**src/rtl/i2c_chunk_seq_pkg.sv**
```systemverilog
package i2c_chunk_seq_pkg;

  typedef enum logic [3:0] {
    ST_IDLE,
    ST_SRST,
    ST_CHK,
    ST_FLUSH,
    ST_LOAD,
    ST_ISSUE,
    ST_WAIT,
    ST_UNLOAD,
    ST_ABORT,
    ST_RECOV,
    ST_DONE
  } seq_state_t;

  typedef enum logic [2:0] {
    RES_OK      = 3'd0,
    RES_BADREQ  = 3'd1,
    RES_STUCK   = 3'd2,
    RES_SHORT   = 3'd3,
    RES_TIMEOUT = 3'd4,
    RES_BUSERR  = 3'd5
  } seq_res_t;

endpackage

```
**src/rtl/i2c_chunk_plan.sv**
```systemverilog
// Piece sizing: how many bytes the current piece carries and whether it is last.
module i2c_chunk_plan #(
  parameter int LEN_W     = 8,
  parameter int BUF_BYTES = 4,
  parameter int CNT_W     = 3,
  parameter int CM_W      = 2
) (
  input  logic [LEN_W-1:0] rem,
  output logic [CNT_W-1:0] cnt,
  output logic [CM_W-1:0]  cnt_m1,
  output logic             last
);
  localparam logic [LEN_W-1:0] BUF_L = LEN_W'(BUF_BYTES);
  localparam logic [CNT_W-1:0] BUF_C = CNT_W'(BUF_BYTES);

  always_comb begin
    last   = (rem <= BUF_L);
    cnt    = last ? CNT_W'(rem) : BUF_C;
    cnt_m1 = CM_W'(cnt - CNT_W'(1));
  end
endmodule

```
**src/rtl/i2c_addr_fmt.sv**
```systemverilog
// Target address formatting for 7-bit and 10-bit modes.
module i2c_addr_fmt (
  input  logic [9:0] addr,
  input  logic       ten,
  output logic       amode,
  output logic [7:0] lo,
  output logic [7:0] hi
);
  always_comb begin
    amode = ten;
    if (ten) begin
      lo = addr[7:0];
      hi = {5'b11110, addr[9:8], 1'b0};
    end else begin
      lo = {addr[6:0], 1'b0};
      hi = 8'h00;
    end
  end
endmodule

```
**src/rtl/i2c_chunk_timer.sv**
```systemverilog
// Counts waiting cycles of one piece; flags expiry on the last allowed cycle.
module i2c_chunk_timer #(
  parameter int TIMEOUT_CYC = 64
) (
  input  logic clk,
  input  logic rst_n,
  input  logic run,
  output logic expired
);
  localparam int TW = $clog2(TIMEOUT_CYC + 1);
  localparam logic [TW-1:0] LIMIT = TW'(TIMEOUT_CYC - 1);

  logic [TW-1:0] cnt_q, cnt_d;

  always_comb begin
    expired = run && (cnt_q == LIMIT);
    if (!run)         cnt_d = '0;
    else if (expired) cnt_d = cnt_q;
    else              cnt_d = cnt_q + TW'(1);
  end

  always_ff @(posedge clk or negedge rst_n) begin
    if (!rst_n) cnt_q <= '0;
    else        cnt_q <= cnt_d;
  end
endmodule

```
**src/rtl/i2c_chunk_seq.sv**
```systemverilog
module i2c_chunk_seq
  import i2c_chunk_seq_pkg::*;
#(
  parameter int LEN_W       = 8,
  parameter int BUF_BYTES   = 4,
  parameter int TIMEOUT_CYC = 64,
  localparam int CNT_W      = $clog2(BUF_BYTES + 1),
  localparam int CM_W       = $clog2(BUF_BYTES),
  localparam int BUF_W      = 8 * BUF_BYTES
) (
  input  logic             clk,
  input  logic             rst_n,
  input  logic             msg_start,
  input  logic             msg_first,
  input  logic             msg_more,
  input  logic             msg_ten,
  input  logic             msg_read,
  input  logic [9:0]       msg_addr,
  input  logic [LEN_W-1:0] msg_len,
  input  logic [7:0]       wr_data,
  input  logic             wr_valid,
  output logic             wr_ready,
  output logic [7:0]       rd_data,
  output logic             rd_valid,
  output logic             msg_done,
  output logic [2:0]       msg_status,
  output logic [LEN_W-1:0] msg_count,
  output logic             eng_start,
  output logic [CM_W-1:0]  eng_tct,
  output logic             eng_chain,
  output logic             eng_rstart,
  output logic             eng_rw,
  output logic             eng_amode,
  output logic [7:0]       eng_addr_lo,
  output logic [7:0]       eng_addr_hi,
  output logic [BUF_W-1:0] eng_wbuf,
  input  logic             eng_done,
  input  logic             eng_err,
  input  logic [CNT_W-1:0] eng_cnt,
  input  logic [BUF_W-1:0] eng_rbuf,
  input  logic             bus_free,
  output logic             eng_abort,
  output logic             eng_flush,
  output logic             eng_err_clr,
  output logic             eng_sreset
);

  // reset: asserted asynchronously, released on a clock edge
  logic [1:0] rst_sync_q;
  logic       arst_n;
  always_ff @(posedge clk or negedge rst_n) begin
    if (!rst_n) rst_sync_q <= 2'b00;
    else        rst_sync_q <= {rst_sync_q[0], 1'b1};
  end
  assign arst_n = rst_sync_q[1];

  seq_state_t       st_q, st_d;
  seq_res_t         res_q, res_d;
  logic [LEN_W-1:0] rem_q, rem_d;
  logic [LEN_W-1:0] cnt_q, cnt_d;
  logic [CM_W-1:0]  idx_q, idx_d;
  logic [9:0]       addr_q, ref_addr_q;
  logic             ten_q, ref_ten_q, read_q, more_q;
  logic [BUF_W-1:0] rbuf_q;

  logic             ld_msg, ld_ref, ld_rbuf, req_bad, expired;
  logic [CNT_W-1:0] pc_cnt;
  logic [CM_W-1:0]  pc_m1;
  logic             pc_last;

  i2c_chunk_plan #(.LEN_W(LEN_W), .BUF_BYTES(BUF_BYTES), .CNT_W(CNT_W), .CM_W(CM_W)) u_plan (
    .rem(rem_q), .cnt(pc_cnt), .cnt_m1(pc_m1), .last(pc_last)
  );

  i2c_addr_fmt u_afmt (
    .addr(addr_q), .ten(ten_q), .amode(eng_amode), .lo(eng_addr_lo), .hi(eng_addr_hi)
  );

  i2c_chunk_timer #(.TIMEOUT_CYC(TIMEOUT_CYC)) u_timer (
    .clk(clk), .rst_n(arst_n), .run(st_q == ST_WAIT), .expired(expired)
  );

  // request screening
  always_comb begin
    req_bad = (msg_len == '0)
            || (!msg_ten && (msg_addr[9:7] != 3'b000))
            || (!msg_first && ((msg_addr != ref_addr_q) || (msg_ten != ref_ten_q)));
  end

  assign ld_msg = (st_q == ST_IDLE) && msg_start;
  assign ld_ref = ld_msg && msg_first && !req_bad;

  // next state
  always_comb begin
    st_d        = st_q;
    res_d       = res_q;
    rem_d       = rem_q;
    cnt_d       = cnt_q;
    idx_d       = idx_q;
    ld_rbuf     = 1'b0;
    wr_ready    = 1'b0;
    rd_valid    = 1'b0;
    msg_done    = 1'b0;
    eng_start   = 1'b0;
    eng_abort   = 1'b0;
    eng_flush   = 1'b0;
    eng_err_clr = 1'b0;
    eng_sreset  = 1'b0;
    unique case (st_q)
      ST_IDLE: if (msg_start) begin
        rem_d = msg_len;
        cnt_d = '0;
        idx_d = '0;
        res_d = RES_OK;
        if (req_bad) begin
          res_d = RES_BADREQ;
          st_d  = ST_DONE;
        end else if (msg_first) begin
          st_d = bus_free ? ST_FLUSH : ST_SRST;
        end else begin
          st_d = ST_LOAD;
        end
      end
      ST_SRST: begin
        eng_sreset = 1'b1;
        st_d       = ST_CHK;
      end
      ST_CHK: begin
        if (bus_free) st_d = ST_LOAD;
        else begin
          res_d = RES_STUCK;
          st_d  = ST_DONE;
        end
      end
      ST_FLUSH: begin
        eng_flush = 1'b1;
        st_d      = ST_LOAD;
      end
      ST_LOAD: begin
        if (read_q) st_d = ST_ISSUE;
        else begin
          wr_ready = 1'b1;
          if (wr_valid) begin
            if (idx_q == pc_m1) begin
              idx_d = '0;
              st_d  = ST_ISSUE;
            end else begin
              idx_d = idx_q + CM_W'(1);
            end
          end
        end
      end
      ST_ISSUE: begin
        eng_start = 1'b1;
        st_d      = ST_WAIT;
      end
      ST_WAIT: begin
        if (eng_done) begin
          if (eng_err) begin
            res_d = RES_BUSERR;
            st_d  = ST_RECOV;
          end else if (eng_cnt != pc_cnt) begin
            res_d = RES_SHORT;
            st_d  = (pc_last && !more_q) ? ST_DONE : ST_ABORT;
          end else begin
            cnt_d = cnt_q + LEN_W'(pc_cnt);
            if (read_q) begin
              ld_rbuf = 1'b1;
              idx_d   = '0;
              st_d    = ST_UNLOAD;
            end else begin
              rem_d = rem_q - LEN_W'(pc_cnt);
              st_d  = pc_last ? ST_DONE : ST_LOAD;
            end
          end
        end else if (expired) begin
          res_d = RES_TIMEOUT;
          st_d  = ST_ABORT;
        end
      end
      ST_UNLOAD: begin
        rd_valid = 1'b1;
        if (idx_q == pc_m1) begin
          idx_d = '0;
          rem_d = rem_q - LEN_W'(pc_cnt);
          st_d  = pc_last ? ST_DONE : ST_LOAD;
        end else begin
          idx_d = idx_q + CM_W'(1);
        end
      end
      ST_ABORT: begin
        eng_abort = 1'b1;
        st_d      = ST_DONE;
      end
      ST_RECOV: begin
        eng_err_clr = 1'b1;
        eng_flush   = 1'b1;
        eng_sreset  = !bus_free;
        st_d        = ST_DONE;
      end
      ST_DONE: begin
        msg_done = 1'b1;
        st_d     = ST_IDLE;
      end
      default: st_d = ST_IDLE;
    endcase
  end

  // registers
  always_ff @(posedge clk or negedge arst_n) begin
    if (!arst_n) begin
      st_q  <= ST_IDLE;
      res_q <= RES_OK;
      rem_q <= '0;
      cnt_q <= '0;
      idx_q <= '0;
    end else begin
      st_q  <= st_d;
      res_q <= res_d;
      rem_q <= rem_d;
      cnt_q <= cnt_d;
      idx_q <= idx_d;
    end
  end

  always_ff @(posedge clk or negedge arst_n) begin
    if (!arst_n) begin
      addr_q <= '0;
      ten_q  <= 1'b0;
      read_q <= 1'b0;
      more_q <= 1'b0;
    end else if (ld_msg) begin
      addr_q <= msg_addr;
      ten_q  <= msg_ten;
      read_q <= msg_read;
      more_q <= msg_more;
    end
  end

  always_ff @(posedge clk or negedge arst_n) begin
    if (!arst_n) begin
      ref_addr_q <= '0;
      ref_ten_q  <= 1'b0;
    end else if (ld_ref) begin
      ref_addr_q <= msg_addr;
      ref_ten_q  <= msg_ten;
    end
  end

  always_ff @(posedge clk or negedge arst_n) begin
    if (!arst_n)      rbuf_q <= '0;
    else if (ld_rbuf) rbuf_q <= eng_rbuf;
  end

  // write buffer lanes
  for (genvar l = 0; l < BUF_BYTES; l++) begin : g_lane
    logic [7:0] lane_q;
    logic       lane_we;
    assign lane_we = (st_q == ST_LOAD) && !read_q && wr_valid && (idx_q == CM_W'(l));
    always_ff @(posedge clk or negedge arst_n) begin
      if (!arst_n)      lane_q <= '0;
      else if (lane_we) lane_q <= wr_data;
    end
    assign eng_wbuf[8*l +: 8] = lane_q;
  end

  assign rd_data    = rbuf_q[{idx_q, 3'b000} +: 8];
  assign eng_tct    = pc_m1;
  assign eng_chain  = !pc_last;
  assign eng_rstart = pc_last && more_q;
  assign eng_rw     = read_q;
  assign msg_status = res_q;
  assign msg_count  = cnt_q;

endmodule

```
**config.mk**
```make
export PLATFORM = sky130hd
export DESIGN_NAME = i2c_chunk_seq
export DESIGN_NICKNAME = d
export VERILOG_FILES = /design/src/rtl/i2c_chunk_seq_pkg.sv /design/src/rtl/i2c_chunk_plan.sv /design/src/rtl/i2c_addr_fmt.sv /design/src/rtl/i2c_chunk_timer.sv /design/src/rtl/i2c_chunk_seq.sv
export SDC_FILE = /design/constraint.sdc
export NUM_CORES = 1
export LEC_CHECK = 0
export ABC_AREA = 1
export BUFFER_PORTS_ARGS = -buffer_cell sky130_fd_sc_hd__buf_2
export CORE_MARGIN = 2
export CORE_UTILIZATION = 40
export DETAILED_ROUTE_END_ITERATION = 10
export GPL_TIMING_DRIVEN = 0
export PLACE_DENSITY = 0.64
export SYNTH_ARGS = -nofsm -noshare
export SYNTH_HDL_FRONTEND = slang
export SYNTH_SLANG_ARGS = --single-unit
```
**constraint.sdc**
```tcl
create_clock -name clk -period 4.2 [get_ports clk]
set_clock_uncertainty 0.1 [all_clocks]
set_input_delay 0.63 -clock clk [delete_from_list [all_inputs] [get_ports clk]]
set_output_delay 0.63 -clock clk [all_outputs]
set_load 0.02 [all_outputs]
```
==> results_dict.tcl, run 1 <==
set metrics [dict create \
    status "finished, final reports clean" \
    ys.warnings.count 0 \
    end_kind "output port" \
    cts_tree "yes" \
    num_io_pins 153 \
    setup_viol 0 \
    rsz0062_at_grt "false" \
    clkPwrFrac_pct 29.7 \
    cts_buffers 17 \
    synth_async_sr_flop_share_pct 100 \
    p_seq_share_pct 32.6 \
    grt_overflow 0 \
    area_growth_syn_to_layout_pct 25.9 \
    wire_per_inst_microns 13.8 \
    worstPathRequired_ns 3.47 \
    port_buffers 150 \
    critPathKind "flip-flop to output port" \
    fin_crit_sh_pct 72.4 \
    internal_power_mw 3.18 \
    power_switching_mw 2.10 \
    ant_nets 0 \
    layout.nets 1086 \
    swShare_pct 39.7 \
    die_w_microns 132 \
    grt_antenna_before_repair 1 \
    power.leakage_nw 4.48 \
    synth_ff_type "dfrtp_1" \
    ys_seq_area_share_pct 46.5 \
    vias 5770 \
    first_pass_iters 6 \
    holdPathStages 0 \
    startpoint_type "flip-flop" \
    grt_pass1_wl_microns 27700 \
    hold_class "flip-flop to flip-flop" \
    drc_errors 0 \
    pwr-share-comb_pct 37.8 \
    hold_start "rst_sync_q[0]" \
    hold_viol_final 0 \
    grt_max_degree 62 \
    antenna_cells 0 \
    clkTransAtPathRegs_ns 0.06 \
    period_needed_ns 3.04 \
    slew_headroom_pct 45.6 \
    worstReg2RegStart "idx_q[0]" \
    clock.fmax_ghz 0.329 \
    hold_slack_ns 0.254 \
    die_h_microns 132 \
    core-area_sq_um 15900 \
    fin_total_pwr_mw 5.28 \
    maxCapViolCount 0 \
    synthCells 831 \
    fp.dieArea_sq_um 17500 \
    drive_gt1_share_pct 27.7 \
    dp_hpwl_microns 12500 \
    final_common_cell "nand2_1" \
    floorplan.initialDensity_pct 41.2 \
    peakVddDrop_uv 503 \
    synth-edff-count 0 \
    syn_area_sq_um 6570 \
    h-tree-depth 4 \
    synth_cell_types 42 \
    final_util_pct 51.9 \
    cts-root-buf "clkbuf_16" \
    maxSlewViolCount 0 \
    layout_setup_ws_ns 1.16 \
    worstRegToRegCells 7 \
    cts.path.max_buffers 2 \
    cts_resized 0 \
    worst-path-max-fanout 11 \
    p_per_area_nw_per_um2 639 \
    detail_route.vias_per_cell 4.68 \
    drt_iter0_markers 281 \
    numClockSinks 122 \
    syn_avg_cell_area_sq_um 7.90 \
    pre_cts_ws_ns 1.56 \
    ys_ff_latch 122 \
    wirelength_microns 17000 \
    cp.arrival_ns 2.31 \
    critical_path.startpoint "idx_q[0]" \
    num_rows 46 \
    worstMarginPinSlew_ns 0.816 \
    grt_usage_pct 20.0 \
    clkLatencyLatePin_ns 0.42 \
    place_congestion 0.886 \
    final_cell_mix "nand2_1 (228), buf_2 (152), dfrtp_1 (121)" \
    grt_pass1_vias 5555 \
]
==> metal layers <==
layer	GRT usage [%]	up-vias	routed length (microns)
li1	-	2943	-
met1	27.0	2640	7980
met2	31.4	162	7770
met3	4.92	25	876
met4	7.19	0	356
met5	0	-	0
==> stage by stage <==
stage | setup TNS [ns] | area [sq um] | instances
floorplan | 0 | 6570 | 833
global placement | -143.16 | 7590 | 1199
detailed placement | 0 | 7620 | 1200
CTS | 0 | 8270 | 1233
global route | 0 | 8270 | 1233
finish | 0 | 8270 | 1233
==> what timing repair did <==
action / 4_1_cts / 5_1_grt
setup buffers: 0 / 0
hold buffers: 1 / 0
endpoints found under the hold margin: 2 / 0
==> worst max-delay path: stages (launching register included) <==
cell,delay [ns]
dfrtp_1,0.39
buf_2,0.21
clkinv_1,0.23
buf_1,0.51
nor2_1,0.11
o22ai_1,0.24
buf_2,0.20
==> cells in the mapped netlist, types with 2 or more instances <==
library cell,count,area [sq um]
inv_1,114,428
conb_1,2,7.51
or2_2,5,31.3
nand2_1,228,856
a21oi_1,11,55.1
dfrtp_1,122,3050
nand4_1,2,12.5
nand3b_1,3,22.5
xor2_1,3,26.3
ha_1,9,113
nand3_1,19,95.1
o21ai_2,27,236
clkbuf_1,9,33.8
a211oi_1,2,15.0
buf_6,13,146
buf_4,6,45.0
o21ai_0,92,460
nor3_1,8,40.0
o211ai_1,2,15.0
buf_2,2,10.0
o21ai_1,16,80.1
nor2_4,10,113
clkinv_1,3,11.3
nand2_2,19,119
o22ai_1,8,50.1
inv_2,6,22.5
nand3_2,2,20.0
xnor2_1,4,35.0
nor2_1,69,259
nor2_2,3,18.8
==> power groups by stage <==
stage	Combinational, mW	Clock, mW	Sequential [mW]
floorplan	1.36	0	1.78
global placement	1.96	0	1.74
detailed placement	2.01	0	1.74
CTS	2.01	1.59	1.72
global route	2.24	1.65	1.76
finish	1.99	1.57	1.72
==> layout make-up <==
cell class	count	area, sq um
repair buffers	152	788
fillers	1589	7670
flip-flops and latches	122	3060
inverters	123	462
plain buffers	31	239
clock inverters	14	194
clock buffers	18	439
multi-input cells	557	2820
well taps	216	270
==> state kept, by name, indices dropped and copies added (netlist names) <==
name and count:
g_lane.lane_q 32, rbuf_q 32, addr_q 10, ref_addr_q 10, msg_count 8, rem_q 8
u_timer.cnt_q 7, st_q 4, msg_status 3, idx_q 2, rst_sync_q 2, eng_rw 1
more_q 1, ref_ten_q 1, ten_q 1
==> final timing paths <==
path / end / slack (ns)
worst min-delay path: rst_sync_q[1] / 0.25
max in group asynchronous: u_timer.cnt_q[0] / 2.89
worst max-delay path: rd_data[0] / 1.16
min in group asynchronous: rbuf_q[18] / 0.33
worst max register to register: g_lane[2].lane_q[0] / 1.75
worst min register to register: rst_sync_q[1] / 0.25
==> cell families after synthesis <==
logic type                 share of synthesized area, %
other                                             0.114
adders and majority gates                          2.02
AOI/OAI and AO/OA                                  14.5
xor gates and xnor gates                          0.934
DFF                                                46.5
buffers and inverters                              10.7
and+or+nand+nor                                    24.9
muxes                                             0.324
Power figures use the tool's default switching activity.
==> run 2, diff against run 1 <==
==> constraint.sdc (replaced) <==
create_clock -name clk -period 2.8 [get_ports clk]
set_clock_uncertainty 0.1 [all_clocks]
set_input_delay 0.42 -clock clk [delete_from_list [all_inputs] [get_ports clk]]
set_output_delay 0.42 -clock clk [all_outputs]
set_load 0.02 [all_outputs]
==> results_dict.tcl, run 2 (synthesis gave the netlist of run 1 again) <==
set metrics [dict create \
    startpoint_type "flip-flop" \
    worst_path_dominant_cell_family "buffers and inverters" \
    die_h_microns 132 \
    numClockSinks 122 \
    drive_gt1_share_pct 27.8 \
    final_common_cell "nand2_1" \
    final_util_pct 51.7 \
    ant_nets 0 \
    antenna_cells 0 \
    vias 5771 \
    h-tree-depth 4 \
    floorplan.initialDensity_pct 41.2 \
    reg_top3 "g_lane.lane_q (32), rbuf_q (32)" \
    dp_hpwl_microns 12500 \
    worstMarginPinSlew_ns 0.795 \
    cts.path.max_buffers 2 \
    period_needed_ns 2.54 \
    path_common_cell "buf_2" \
    cts_tree "yes" \
    num_io_pins 153 \
    drt_iter0_markers 257 \
    maxSlewViolCount 0 \
    fin_total_pwr_mw 7.85 \
    fin_crit_sh_pct 90.6 \
    end_kind "output port" \
    cts-root-buf "clkbuf_16" \
    area_growth_syn_to_layout_pct 25.7 \
    fin_cells 1233 \
    worst-path-max-fanout 11 \
    rsz0062_at_grt "false" \
    detail_route.vias_per_cell 4.68 \
    grt_overflow 0 \
    num_rows 46 \
    grt_pass1_vias 5736 \
    setup_tns_ns 0 \
    wirelength_microns 16800 \
    final_cell_mix "nand2_1 (228), buf_2 (153), dfrtp_1 (121)" \
    drc_errors 0 \
    grt_pass1_wl_microns 28100 \
    port_buffers 150 \
    hold_slack_ns 0.146 \
    critical_path.cell_chain "buf_2 > clkinvlp_4 > buf_2 > nor2_1 > o22ai_1 > buf_2" \
    maxCapViolCount 0 \
    clock.fmax_ghz 0.394 \
    wire_per_inst_microns 13.7 \
    setup_viol 0 \
    die_w_microns 132 \
    place_congestion 0.836 \
    crit_buf_inv 4 \
    worstPathRequired_ns 2.28 \
    grt_antenna_before_repair 0 \
    grt_max_degree 64 \
    core-area_sq_um 15900 \
    p_per_area_nw_per_um2 952 \
    fp.dieArea_sq_um 17500 \
    layout.nets 1086 \
    hold_class "primary input to flip-flop" \
    cp.arrival_ns 2.02 \
    slowest_delay_ns 0.37 \
    first_pass_iters 5 \
    placedCellCount 1200 \
    clkTransAtPathRegs_ns 0.05 \
    grt_usage_pct 20.0 \
    slew_headroom_pct 47.0 \
    peakVddDrop_uv 630 \
    clkLatencyLatePin_ns 0.41 \
    worst_path_max_delay_cell "dfrtp_1" \
    hold_viol_final 0 \
    power.leakage_nw 4.47 \
    cts_buffers 17 \
    status "finished, final reports clean" \
    critPathKind "flip-flop to output port" \
]
## run 2: changes by cell type in the layout (fill, tap and decap cells not counted), sizes merged
cell    before  now
clkbuf      27   28
inv        122  121
## run 2: area by class of cell
class,count,area (sq um)
inverters,123,465
fillers,1591,7690
well taps,216,270
plain buffers,31,241
multi-input cells,557,2820
clock inverters,13,175
clock buffers,19,433
flip-flops and latches,122,3060
repair buffers,152,788
## run 2: metal layers
layer  GRT usage (%)  up-vias  wire length [microns]
met5               0        -                      0
li1                -     2953                      -
met2            33.6      128                   8020
met1            26.0     2679                   7950
met4            6.10        0                    182
met3            4.38       11                    695
## run 2: through the flow
stage	setup WS [ns]	cell area [sq um]
after floorplan	0.506	6570
after global placement	-0.228	7590
after detailed placement	0.362	7620
after CTS	0.129	8240
after global routing	0.0906	8250
final	0.263	8250
## run 2: final timing paths
kind | from | end | slack, ns | cells past startpoint
setup / recovery | idx_q[0] | rd_data[4] | 0.26 | 6
hold / removal | eng_rbuf[22] | rbuf_q[22] | 0.15 | 3
setup reg to reg | rem_q[3] | msg_count[7] | 0.40 | 11
hold reg to reg | rst_sync_q[0] | rst_sync_q[1] | 0.25 | 0
max in group asynchronous | rst_sync_q[1] | rem_q[5] | 1.51 | 1
min in group asynchronous | rst_n | rst_sync_q[1] | 0.22 | 2
## run 2: where the power goes
group	internal [mW]	switching, mW	total [mW]
Sequential	2.21	0.378	2.58
Combinational	1.06	1.94	3.00
Clock	1.48	0.787	2.27
## run 2: repair_timing
action | CTS | global route
setup buffers | 0 | 0
endpoints found under the hold margin | 2 | 0
gates resized for setup | 1 | 3
pin swaps | 0 | 0
setup endpoints to repair | 7 | 7
hold buffers | 1 | 0
## run 2: tightest hold or removal path: stages
cell	delay, ns
buf_2	0.09
inv_1	0.04
o21ai_1	0.06
